$ cat config.mk
export PLATFORM = sky130hd
export DESIGN_NAME = warp_issue_sched
export DESIGN_NICKNAME = d
export VERILOG_FILES = /design/src/rtl/warp_sched_pkg.sv /design/src/rtl/warp_rr_pick.sv /design/src/rtl/warp_lane_map.sv /design/src/rtl/warp_issue_sched.sv
export SDC_FILE = /design/constraint.sdc
export NUM_CORES = 1
export LEC_CHECK = 0
export ABC_AREA = 0
export BUFFER_PORTS_ARGS = -buffer_cell sky130_fd_sc_hd__buf_2
export CAP_MARGIN = 25
export CORE_AREA = 2 2 331 333
export DETAILED_ROUTE_END_ITERATION = 8
export DIE_AREA = 0 0 333 335
export GPL_TIMING_DRIVEN = 0
export HOLD_SLACK_MARGIN = 0.06
export PLACE_DENSITY = 0.34
export SYNTH_ARGS = -nofsm -noshare
export SYNTH_HDL_FRONTEND = slang
export SYNTH_SLANG_ARGS = --single-unit
$ cat constraint.sdc
create_clock -name clk -period 8.1 [get_ports clk]
set_clock_uncertainty 0.1 [all_clocks]
set_input_delay 1.215 -clock clk [delete_from_list [all_inputs] [get_ports clk]]
set_output_delay 1.215 -clock clk [all_outputs]
set_load 0.005 [all_outputs]
$ cat src/rtl/warp_sched_pkg.sv
package warp_sched_pkg;
  localparam int DEF_WARPS     = 24;
  localparam int DEF_WARP_SIZE = 32;
  localparam int DEF_LANES     = 8;

  function automatic int bits_for(input int n);
    return (n > 1) ? $clog2(n) : 1;
  endfunction
endpackage

$ cat src/rtl/warp_rr_pick.sv
module warp_rr_pick #(
  parameter int N     = 24,
  parameter int IDX_W = 5
) (
  input  logic [N-1:0]     req,
  input  logic [IDX_W-1:0] prev_idx,
  output logic             pick_valid,
  output logic [IDX_W-1:0] pick_idx
);
  int cand;

  always_comb begin
    pick_valid = 1'b0;
    pick_idx   = '0;
    cand       = 0;
    for (int off = 1; off <= N; off++) begin
      cand = (int'(prev_idx) + off) % N;
      if (!pick_valid && req[cand]) begin
        pick_valid = 1'b1;
        pick_idx   = IDX_W'(cand);
      end
    end
  end
endmodule

$ cat src/rtl/warp_lane_map.sv
module warp_lane_map #(
  parameter int WARP_SIZE = 32,
  parameter int NUM_LANES = 8,
  parameter int SUB_W     = 2,
  parameter int TID_W     = 5
) (
  input  logic                       beat_valid,
  input  logic [SUB_W-1:0]           beat_idx,
  input  logic [WARP_SIZE-1:0]       thread_mask,
  output logic [NUM_LANES*TID_W-1:0] lane_tid,
  output logic [NUM_LANES-1:0]       lane_en
);
  for (genvar i = 0; i < NUM_LANES; i++) begin : g_lane
    logic [TID_W-1:0] tid;
    assign tid = TID_W'(int'(beat_idx) * NUM_LANES + i);
    assign lane_tid[i*TID_W +: TID_W] = tid;
    assign lane_en[i] = beat_valid & thread_mask[tid];
  end
endmodule

$ cat src/rtl/warp_issue_sched.sv
module warp_issue_sched
  import warp_sched_pkg::*;
#(
  parameter int NUM_WARPS = DEF_WARPS,
  parameter int WARP_SIZE = DEF_WARP_SIZE,
  parameter int NUM_LANES = DEF_LANES,
  localparam int NUM_SUB  = WARP_SIZE / NUM_LANES,
  localparam int WID_W    = bits_for(NUM_WARPS),
  localparam int SUB_W    = bits_for(NUM_SUB),
  localparam int TID_W    = bits_for(WARP_SIZE)
) (
  input  logic                           clk,
  input  logic                           rst_n,
  input  logic [NUM_WARPS-1:0]           warp_ready,
  input  logic [NUM_WARPS*WARP_SIZE-1:0] warp_mask,
  input  logic                           issue_ready,
  output logic                           issue_valid,
  output logic [WID_W-1:0]               issue_warp,
  output logic [SUB_W-1:0]               issue_sub,
  output logic                           issue_last,
  output logic [NUM_LANES*TID_W-1:0]     issue_tid,
  output logic [NUM_LANES-1:0]           issue_lane_en
);
  logic                 busy_q;
  logic [WID_W-1:0]     warp_q;
  logic [SUB_W-1:0]     sub_q;
  logic [WARP_SIZE-1:0] mask_q;

  logic                 fire;
  logic                 at_last;
  logic                 boundary;
  logic                 pick_valid;
  logic [WID_W-1:0]     pick_idx;
  logic [WARP_SIZE-1:0] pick_mask;

  assign fire     = busy_q & issue_ready;
  assign at_last  = (sub_q == SUB_W'(NUM_SUB - 1));
  assign boundary = ~busy_q | (fire & at_last);

  warp_rr_pick #(.N(NUM_WARPS), .IDX_W(WID_W)) u_pick (
    .req        (warp_ready),
    .prev_idx   (warp_q),
    .pick_valid (pick_valid),
    .pick_idx   (pick_idx)
  );

  assign pick_mask = warp_mask[int'(pick_idx) * WARP_SIZE +: WARP_SIZE];

  always_ff @(posedge clk) begin
    if (!rst_n) begin
      busy_q <= 1'b0;
      warp_q <= WID_W'(NUM_WARPS - 1);
      sub_q  <= '0;
      mask_q <= '0;
    end else if (boundary) begin
      busy_q <= pick_valid;
      if (pick_valid) begin
        warp_q <= pick_idx;
        sub_q  <= '0;
        mask_q <= pick_mask;
      end
    end else if (fire) begin
      sub_q <= sub_q + SUB_W'(1);
    end
  end

  warp_lane_map #(
    .WARP_SIZE (WARP_SIZE),
    .NUM_LANES (NUM_LANES),
    .SUB_W     (SUB_W),
    .TID_W     (TID_W)
  ) u_lanes (
    .beat_valid  (busy_q),
    .beat_idx    (sub_q),
    .thread_mask (mask_q),
    .lane_tid    (issue_tid),
    .lane_en     (issue_lane_en)
  );

  assign issue_valid = busy_q;
  assign issue_warp  = warp_q;
  assign issue_sub   = sub_q;
  assign issue_last  = busy_q & at_last;
endmodule

== Word-level counts from Yosys, hierarchy flattened ==
Cells that the tools add are included.
W data, S select, Z words.

* Register bits after elaboration: 40
* Bits of input ports: 795
* Output and inout port bits: 57
* Word-level logic and storage cells: 296

* Bitwise gates (word level): 13
* Order comparisons: 32
* Multiplexer cells: 139
* Divide/modulo/power cells: 24
* Equal/unequal tests: 2
* Reductions and logical operators: 49
* Shifts and indexed selects: 1
* Add/sub/neg operators: 32

{| class="wikitable"
|+ Operator list
! operator !! number
|-
| $lt A32 B7 Y1 const B || 24
|-
| $mod A32 B6 Y32 const B || 24
|-
| $shiftx A768 B11 Y32 || 1
|-
| $bmux W1 S5 || 31
|-
| $mux W5 || 24
|-
| $mux W1 || 80
|-
| $add A5 B5 Y6 const B || 9
|-
| $add A5 B4 Y6 const B || 8
|-
| $lt A5 B6 Y1 const B || 8
|-
| $add A5 B3 Y6 const B || 4
|-
| $logic_and A1 B1 Y1 || 23
|-
| $logic_not A1 Y1 || 23
|-
| $add A5 B3 Y5 const B || 4
|-
| $add A5 B2 Y6 const B || 2
|-
| $and A1 B1 Y1 || 11
|-
| $add A5 B2 Y5 const B || 2
|-
| $add A5 B1 Y6 const B || 1
|-
| $mux W2 || 3
|-
| $add A5 B1 Y5 const B || 1
|-
| $reduce_and A2 Y1 || 2
|-
| $add A2 B1 Y2 const B || 1
|-
| $bmux W1 S2 || 1
|-
| $eq A2 B2 Y1 const B || 1
|-
| $ne A2 B1 Y1 const B || 1
|-
| other kinds (3) || 3
|}

== Logic depth before layout (Yosys ltp) ==
Gate-level depths: netlist of the first run.

* Depth after elaboration: 77
* Depth in mapped cells: 31
* Mapped depth without buffers: 23

== Hierarchy ==
A second synthesis of the first run with hierarchy kept.

* Cell total of the unflattened synthesis: 1902
* Area total of the unflattened synthesis: 14874.3 um^2

{| class="wikitable"
|+ Modules (own cells, without submodules)
! module !! seq. area each (um^2) !! area an instance (um^2) !! cells an instance !! instances
|-
| warp_issue_sched || 800.8 || 7717.4 || 916 || 1
|-
| warp_rr_pick || 0.0 || 6593.8 || 915 || 1
|-
| warp_lane_map || 0.0 || 563.0 || 71 || 1
|}

== Worst setup path before layout of the first run ==
OpenSTA, ideal clock, no wires.

* Path kind: reg2reg
* From: register warp_q[3], in the netlist issue_warp[3]
* To: register mask_q[27]
* Data arrival time: 6.190 ns
* Cell stages (with the launch flop): 28
* Path buffers: 6
* Slack: 1.677 ns
* Library setup time: 0.133 ns
* Cells stage by stage: dfxtp_1 -> buf_4 -> clkinv_1 -> buf_1 -> ha_1 -> clkbuf_1 -> nor3b_2 -> nor2_1 -> ha_1 -> nor2b_1 -> o21ai_0 -> o21a_1 -> nor4b_1 -> nor4_4 -> and2_1 -> nand2_4 -> nor3_1 -> or4_1 -> or4b_4 -> and2_1 -> buf_6 -> buf_6 -> buf_8 -> mux2_4 -> o22ai_1 -> a211oi_1 -> o21ai_1 -> o2111ai_1

* Cells in the longest elaborated chain, start to end: 76
* Elaborated cells between the ends (all ways): 216
* Classes of those cells: add/sub: 24; div: 24; shift: 1; mux: 120; reduce/logical: 47

{| class="wikitable"
|+ RTL lines
! item !! line !! RTL
|-
| from (decl) || warp_issue_sched.sv:25 || <nowiki>logic [WID_W-1:0] warp_q;</nowiki>
|-
| from (signal assigned) || warp_issue_sched.sv:52 || <nowiki>warp_q <= WID_W'(NUM_WARPS - 1);</nowiki>
|-
| from (signal assigned) || warp_issue_sched.sv:58 || <nowiki>warp_q <= pick_idx;</nowiki>
|-
| $add A5 B1 Y6 || warp_rr_pick.sv:17 || <nowiki>cand = (int'(prev_idx) + off) % N;</nowiki>
|-
| $mod A32 B6 Y32 || warp_rr_pick.sv:17 ||
|-
| $bmux W1 S5 || warp_rr_pick.sv:18 || <nowiki>if (!pick_valid && req[cand]) begin</nowiki>
|-
| $mux W1 (not written as such) (2 in a row) || warp_rr_pick.sv:18 ||
|-
| $mux W1 || warp_rr_pick.sv:18 ||
|-
| $logic_not A1 Y1 || warp_rr_pick.sv:18 ||
|-
| $logic_and A1 B1 Y1 || warp_rr_pick.sv:18 ||
|-
| $mux W1 || warp_rr_pick.sv:18 ||
|-
| (+59 left out) || -- ||
|-
| $mux W1 || warp_rr_pick.sv:18 ||
|-
| $logic_not A1 Y1 || warp_rr_pick.sv:18 ||
|-
| $logic_and A1 B1 Y1 || warp_rr_pick.sv:18 ||
|-
| $mux W1 || warp_rr_pick.sv:18 ||
|-
| $logic_not A1 Y1 || warp_rr_pick.sv:18 ||
|-
| $logic_and A1 B1 Y1 || warp_rr_pick.sv:18 ||
|-
| $mux W5 / $mux W1 (equally long branches) || warp_rr_pick.sv:18 ||
|-
| $shiftx A768 B11 Y32 / $reduce_and A2 Y1 (equally long branches) || -- ||
|-
| to (signal assigned) || warp_issue_sched.sv:60 || <nowiki>mask_q <= pick_mask;</nowiki>
|-
| to (decl) || warp_issue_sched.sv:27 || <nowiki>logic [WARP_SIZE-1:0] mask_q;</nowiki>
|}

Several ways; a longest one is shown, not always the timed one. The select of a mux whose other input is x is not followed.
A chain may end at the register's enable or synchronous reset.

== Worst setup path in the final report of the first run ==
* From: register warp_q[3], in the netlist issue_warp[3]
* To: register mask_q[18]

The elaborated chain is that of the path after synthesis.

==> results of run 1 <==
==> kinds of logic (layout without fill, tap and decap cells) <==
family | Yosys count | count (layout) | share of synthesized area
AO/OA/AOI/OAI | 672 | 672 | 0.278
adder cells (fa/ha/maj) | 48 | 48 | 0.0382
other | 2 | 45 | 0.000478
multiplexers | 171 | 171 | 0.182
AND/OR/NAND/NOR | 1109 | 1109 | 0.334
XOR/XNOR | 27 | 27 | 0.0186
flip-flops | 40 | 40 | 0.0509
buffers and inverters | 286 | 1136 | 0.0984
==> registers in the layout (all words and copies together), names as in the netlist <==
signal,flops
mask_q,32
issue_warp,5
issue_sub,2
issue_valid,1
==> final timing paths <==
kind / start / to / slack, ns / cells past startpoint
min reg2reg: mask_q[19] / mask_q[19] / 0.35 / 2
max reg2reg: issue_warp[3] / mask_q[18] / 0.28 / 29
max: issue_warp[3] / mask_q[18] / 0.28 / 29
min: mask_q[19] / mask_q[19] / 0.35 / 2
==> routing by layer <==
layer,up-vias,share of wire,wire length (um),global-route usage
met5,-,0.0015,230,0
li1,10371,-,-,-
met2,1147,0.45,67700,0.411
met3,187,0.071,10500,0.0512
met4,36,0.032,4780,0.0654
met1,11387,0.44,65900,0.341
==> cell usage in the layout, fill, tap and decap left out, types with 36 or more instances in the layout <==
| cell type | n |
|---|---|
| a21oi_1 | 255 |
| o21ai_0 | 82 |
| nor2_1 | 77 |
| inv_1 | 50 |
| clkbuf_1 | 42 |
| mux2i_1 | 56 |
| or3_1 | 110 |
| nand2_1 | 609 |
| dfxtp_1 | 36 |
| ha_1 | 46 |
| mux4_2 | 89 |
| buf_2 | 886 |
| nand3_1 | 99 |
| buf_4 | 92 |
| o211ai_1 | 45 |
==> final cells by class <==
type | count | area (sq um)
fill | 12594 | 85500
multi-input combinational | 2051 | 13800
timing repair buffer | 844 | 4290
tap | 1414 | 1770
buffer | 229 | 1450
sequential | 40 | 813
inverter | 55 | 216
clock buffer | 6 | 129
antenna | 21 | 52.6
clock inverter | 2 | 35.0
==> metrics by stage <==
step / hold WS [ns] / instances
floorplan: 0.314 / 2377
global placement: 0.331 / 4618
detailed placement: 0.335 / 4621
global route: 0.385 / 4649
finish: 0.350 / 4662
CTS: 0.351 / 4636
==> what timing repair did <==
action / 4_1_cts / 5_1_grt
pin swaps: 5 / 4
buffers inserted: 8 / 3
resized for setup: 92 / 67
setup endpoints to repair: 33 / 32
==> synth_stat cells (all sizes together), types with 20 or more instances <==
cell      n  area, sq um
o21ai    90          450
a31oi    20          140
a21oi   288         1460
and2     27          169
inv      54          203
ha       48          601
nor3     31          160
mux2i    58          581
nand3   101          510
mux2     24          278
or3     110          688
mux4     89         2000
nor2     78          300
o211ai   46          350
dfxtp    40          801
o41ai    33          289
nand2   612         2300
clkbuf   64          240
nand2b   29          181
buf     166         1090
xnor2    24          259
==> worst max-delay path: cells and delay by family, from the launching register on <==
| kind | cells | cell delay, ns |
|---|---|---|
| compound gates | 6 | 1.76 |
| buf+inv | 9 | 2.16 |
| flops | 1 | 0.44 |
| simple gates | 10 | 2.08 |
| mux | 2 | 0.59 |
| fa+ha+maj | 2 | 0.48 |
==> results.toml, run 1 <==
[status]
status = "completed"

[routing]
dr.pass1.iters = 5
vias = 23128
ant_nets = 0
drc_errors = 0
drtIter0Drc = 2241
avgViaCountPerCell = 4.96
wl_per_cell_um = 32.0
wirelength_um = 149000

[cts]
clockBufferDepth = 2
cts_hold_buf = 0
path_clk_slew_ns = 0.06
cts_tree = "done"
clock-sinks = 40
clock_latency_ns = 0.29
cts-root-buf = "clkbuf_16"
cts_buffers = 5
cts-htree-levels = 2

[place]
placed_area_sq_um = 21800
post-place-ws_ns = -1.50
gp_congestion = 0.963
post-dp-hpwl_um = 132000
port_buffers = 827

[timing]
period_share = 0.966
max_slew_margin = 0.434
rsz0062_at_grt = "false"
hold_violations = 0
worst_slew_pin_slew_ns = 0.849
final_max_slew_viol_count = 0
fin_ws_ns = 0.275
max_freq_ghz = 0.128
finalSetupViolations = 0
setup_tns_ns = 0
period_needed_ns = 7.82

[critical_path]
worstPathRequired_ns = 8.18
arrival_ns = 7.91
criticalPathCategory = "reg -> reg"
cpPeakStageDelay_ns = 0.44
worst_setup_path_end_kind = "register"
crit_path_start_kind = "register"
path_common_cell = "buf_4"
slowest_stage = "dfxtp_4"
worst-path-max-fanout = 13

[synthesis]
synth_enable_flop_cells = 0
synthCells = 2355
ys_types = 110
synthArstFlopShare = 0
synth-seq-cells = 40
ys_warn_count = 0
dominantRegCellSynth = "dfxtp_1"
synth_area_per_cell_sq_um = 6.68
ys_seq_area_frac = 0.0509
syn_area_sq_um = 15700

[floorplan]
fp.dieW_um = 333
pin_count = 852
die-area_sq_um = 112000
core_area_sq_um = 108000
start_util = 0.145
die_y_um = 335
row_count = 121

[global_route]
grt_pass1_vias = 21939
grt_max_degree = 16
grt_overflow = 0
grt_pass1_wl_um = 194000
antenna_found_initial = 80
grt_usage = 0.254

[hold_path]
min_path_type = "reg -> reg"

[layout]
syn2layout_area_growth_pct = 43.7
nNetsFinal = 4069
design_area_sq_um = 22600
utilization = 0.209
final_layout_size_suffix_gt1_frac = 0.392

[job]
cap_violations = 0
Power of run 1 is left out: the tool's default activity adds up to more than one toggle a clock period on the data nets, which glitch-free logic cannot reach.
==> run 2, diff against run 1 <==
--- a/config.mk
+++ b/config.mk
@@ -13,7 +13,7 @@
 export DIE_AREA = 0 0 333 335
 export GPL_TIMING_DRIVEN = 0
 export HOLD_SLACK_MARGIN = 0.06
-export PLACE_DENSITY = 0.34
+export PLACE_DENSITY = 0.38
 export SYNTH_ARGS = -nofsm -noshare
 export SYNTH_HDL_FRONTEND = slang
 export SYNTH_SLANG_ARGS = --single-unit
==> run 2 against run 1 <==
Net effect: sequential share of layout area about the same; maximum frequency down 1.1%; first-iteration DRC count down 5.3%; critical path depth unchanged; via count down 0.23%; core utilization about the same; global-route usage down 1.3 points; routed wire length down 5.0%; cell area down 0.11%; largest cell class unchanged; highest routed layer unchanged.
==> results.toml, run 2 (synthesized netlist as in run 1, its figures left out) <==
[critical_path]
reg2reg_to = "mask_q[7]"
path_buf_inv = 8
cpPeakStageDelay_ns = 0.47
arrival_ns = 8.00
worst-path-max-fanout = 15
ff2ff_path_depth = 29
worstPathRequired_ns = 8.19
r2r-start = "issue_warp[2]"
path_common_cell = "or3_1"
critPathTopFamily = "simple AND/OR/NAND/NOR gates"
slowest_stage = "dfxtp_4"
crit_path_start_kind = "register"
criticalPathCategory = "reg -> reg"
rrSetupSlack_ns = 0.19
worst_setup_path_end_kind = "register"

[cts]
cts_hold_buf = 0
clock_latency_ns = 0.30
cts_buffers = 5
cts-htree-levels = 2
cts-root-buf = "clkbuf_16"
path_clk_slew_ns = 0.08
cts_tree = "done"
clockBufferDepth = 2
clock-sinks = 40

[layout]
syn2layout_area_growth_pct = 43.5
final_common_cell = "buf_2"
nNetsFinal = 4066
final_layout_size_suffix_gt1_frac = 0.389
largest_reg_flops = 32
mostFrequentLayoutCells = "buf_2 (882), nand2_1 (609), a21oi_1 (254), or3_1 (109), nand3_1 (98)"
max_flop_register = "mask_q"
final_cells = 4661
utilization = 0.209

[place]
post-dp-hpwl_um = 125000
gp_congestion = 0.977
port_buffers = 827
place_inst = 4622

[timing]
finalSetupViolations = 0
max_slew_margin = 0.328
period_needed_ns = 7.91
period_share = 0.976
setup_tns_ns = 0
final_max_slew_viol_count = 0
hold_slack_ns = 0.357
hold_violations = 0
worst_slew_pin_slew_ns = 0.980
max_freq_ghz = 0.126

[floorplan]
row_count = 121
die_y_um = 335
pin_count = 852
core_area_sq_um = 108000
start_util = 0.145
fp.dieW_um = 333
die-area_sq_um = 112000

[routing]
drc_errors = 0
vias = 23074
wirelength_um = 142000
drtIter0Drc = 2123
avgViaCountPerCell = 4.95
wl_per_cell_um = 30.4
ant_nets = 0
dr.pass1.iters = 6

[global_route]
grt_max_degree = 16
grt_overflow = 0
grt_usage = 0.241
antenna_found_initial = 74
grt_pass1_vias = 21867
grt_pass1_wl_um = 186000

[hold_path]
min_path_type = "reg -> reg"
whs_endpoint = "mask_q[16]"
min_from = "mask_q[16]"
worstHoldPathCells = 2

[job]
cap_violations = 0

[status]
status = "completed"
[run 2: final cells by class]
type	count	area, sq um
Antenna cell	23	57.6
Buffer	229	1440
Clock buffer	5	125
Clock inverter	3	18.8
Fill cell	12631	85500
Inverter	55	214
Multi-Input combinational cell	2051	13900
Sequential cell	40	810
Tap cell	1414	1770
Timing Repair Buffer	841	4250
[run 2: worst max path at each step]
stage / start / to / cells past startpoint
final: issue_warp[2] / mask_q[7] / 29
after global routing: issue_warp[2] / mask_q[26] / 29
after CTS: issue_warp[1] / mask_q[15] / 29
after detailed placement: issue_warp[1] / mask_q[14] / 29
after global placement: issue_warp[3] / mask_q[7] / 26
after floorplan: issue_warp[3] / mask_q[27] / 27
[run 2: per-stage QoR]
stage | instance area [sq um] | setup WS (ns)
after floorplan | 15800 | 1.68
after global placement | 21700 | -1.69
after detailed placement | 21800 | -1.41
after CTS | 22300 | 0.000246
after global routing | 22500 | -0.0111
final | 22600 | 0.191
[run 2: layer usage]
layer	track usage	up-vias	wire length [um]
li1	-	10370	-
met1	0.335	11318	63300
met2	0.381	1171	62800
met3	0.0433	179	10800
met4	0.0644	36	4680
met5	0	-	235
[run 2: repair_timing]
action / 4_1_cts / 5_1_grt
setup endpoints to repair: 33 / 32
pin swaps: 4 / 3
buffers inserted: 7 / 2
resized for setup: 102 / 61
[run 2: worst reg2reg max path: cells and delay by family (launching register included)]
family / cells / cell delay, ns
AOI/OAI and AO/OA: 5 / 1.47
adders and majority gates: 2 / 0.64
buffers and inverters: 8 / 1.84
DFF: 1 / 0.47
and+or+nand+nor: 14 / 3.29
Power of run 2 is left out for the same reason.
==> run 3, diff against run 2 <==
--- a/config.mk
+++ b/config.mk
@@ -9,6 +9,7 @@
 export BUFFER_PORTS_ARGS = -buffer_cell sky130_fd_sc_hd__buf_2
 export CAP_MARGIN = 25
 export CORE_AREA = 2 2 331 333
+export CTS_BUF_LIST = sky130_fd_sc_hd__clkbuf_4 sky130_fd_sc_hd__clkbuf_8
 export DETAILED_ROUTE_END_ITERATION = 8
 export DIE_AREA = 0 0 333 335
 export GPL_TIMING_DRIVEN = 0
==> run 3 against run 2 <==
Net effect: clock-buffer cell count stayed put; worst setup slack better by 0.093 ns; sequential share of layout area hardly changed; maximum frequency is 1.2% higher; first-iteration DRC count is 6.0% higher; core utilization hardly changed; die area stayed put; critical path depth is 1 lower; global-route usage hardly changed; worst hold slack better by 0.0069 ns; critical path type unchanged; highest routed layer unchanged.
==> results.toml, run 3 (synthesized netlist as in run 1, its figures left out) <==
[status]
status = "completed"

[global_route]
grt_pass1_wl_um = 186000
grt_pass1_vias = 21888
antenna_found_initial = 76
grt_max_degree = 16
grt_usage = 0.241
grt_overflow = 0

[cts]
clockBufferDepth = 2
clock-sinks = 40
path_clk_slew_ns = 0.11
cts_tree = "done"
cts_buffers = 5
cts-htree-levels = 2
clock_latency_ns = 0.32
cts-root-buf = "clkbuf_8"

[floorplan]
die_y_um = 335
core_area_sq_um = 108000
row_count = 121
die-area_sq_um = 112000
start_util = 0.145
fp.dieW_um = 333
pin_count = 852

[timing]
hold_violations = 0
finalSetupViolations = 0
period_share = 0.965
worst_slew_pin_slew_ns = 0.962
period_needed_ns = 7.82
max_slew_margin = 0.341
max_freq_ghz = 0.128
final_max_slew_viol_count = 0

[layout]
syn2layout_area_growth_pct = 43.3
mostFrequentLayoutCells = "buf_2 (882), nand2_1 (609), a21oi_1 (254), or3_1 (109), nand3_1 (98)"
max_flop_register = "mask_q"
utilization = 0.208
final_common_cell = "buf_2"
final_layout_size_suffix_gt1_frac = 0.389
largest_reg_flops = 32
nNetsFinal = 4067
fillers = 12636

[routing]
ant_nets = 0
avgViaCountPerCell = 4.96
wirelength_um = 142000
wl_per_cell_um = 30.4
drc_errors = 0
drtIter0Drc = 2250
vias = 23137
dr.pass1.iters = 5

[critical_path]
worst_setup_path_end_kind = "register"
slowest_stage = "or4_1"
ff2ff_path_depth = 28
reg2reg_to = "mask_q[7]"
criticalPathCategory = "reg -> reg"
crit_path_start = "issue_warp[2]"
r2r-start = "issue_warp[2]"
crit_path_start_kind = "register"
cp-endpoint = "mask_q[7]"
rrSetupSlack_ns = 0.28
worstPathRequired_ns = 8.19
path_common_cell = "buf_4"
cpPeakStageDelay_ns = 0.56
arrival_ns = 7.90
worst-path-max-fanout = 15

[place]
gp_congestion = 0.977
port_buffers = 827
post-dp-hpwl_um = 125000

[job]
cap_violations = 0

[hold_path]
min_path_type = "reg -> reg"
run 3: critical path, delay by kind of cell, from the launching register on:
kind,cells,cell delay (ns)
buffers and inverters,9,2.10
AOI/OAI and AO/OA,6,1.30
and+or+nand+nor,11,3.00
DFF,1,0.48
adders and majority gates,2,0.64
run 3: timing repair:
item	in CTS	in global routing
hold buffers	0	0
resized for setup	104	58
buffers inserted	8	2
endpoints found under the setup margin	33	32
pin swaps	4	3
run 3: worst min-delay path by stage:
stage,from,endpoint,slack [ns],cells past startpoint
2_1_floorplan,mask_q[16],mask_q[16],0.31,2
3_3_place_gp,mask_q[28],mask_q[28],0.33,2
3_5_place_dp,mask_q[8],mask_q[8],0.34,2
4_1_cts,mask_q[16],mask_q[16],0.36,2
5_1_grt,mask_q[6],mask_q[6],0.38,2
6_report,mask_q[16],mask_q[16],0.36,2
run 3: through the flow:
| step | instance area, sq um | TNS [ns] | worst slack (ns) | cells | hold slack [ns] |
|---|---|---|---|---|---|
| after floorplan | 15800 | 0 | 1.68 | 2377 | 0.314 |
| after global placement | 21700 | -49.11 | -1.69 | 4618 | 0.327 |
| after detailed placement | 21800 | -39.00 | -1.41 | 4622 | 0.336 |
| after CTS | 22300 | 0 | 0.0191 | 4637 | 0.365 |
| after global routing | 22500 | -0.0216 | -0.0156 | 4653 | 0.381 |
| final | 22500 | 0 | 0.285 | 4668 | 0.363 |
run 3: area by class of cell:
cell class | count | area, sq um | share of cell area
well taps | 1414 | 1770 | 0.0785
multi-input cells | 2051 | 13900 | 0.616
clock buffers | 5 | 68.8 | 0.00305
diodes | 29 | 72.6 | 0.00322
inverters | 55 | 214 | 0.00950
plain buffers | 229 | 1440 | 0.0639
flip-flops and latches | 40 | 810 | 0.0359
clock inverters | 3 | 18.8 | 0.000833
repair buffers | 842 | 4260 | 0.189
run 3: routing by layer:
layer  track usage  vias up  routed length [um]
li1              -    10375                   -
met1         0.335    11367               62600
met2         0.380     1191               62900
met3        0.0432      168               11500
met4        0.0657       36                4590
met5             0        -                 234
Power of run 3 is left out for the same reason.
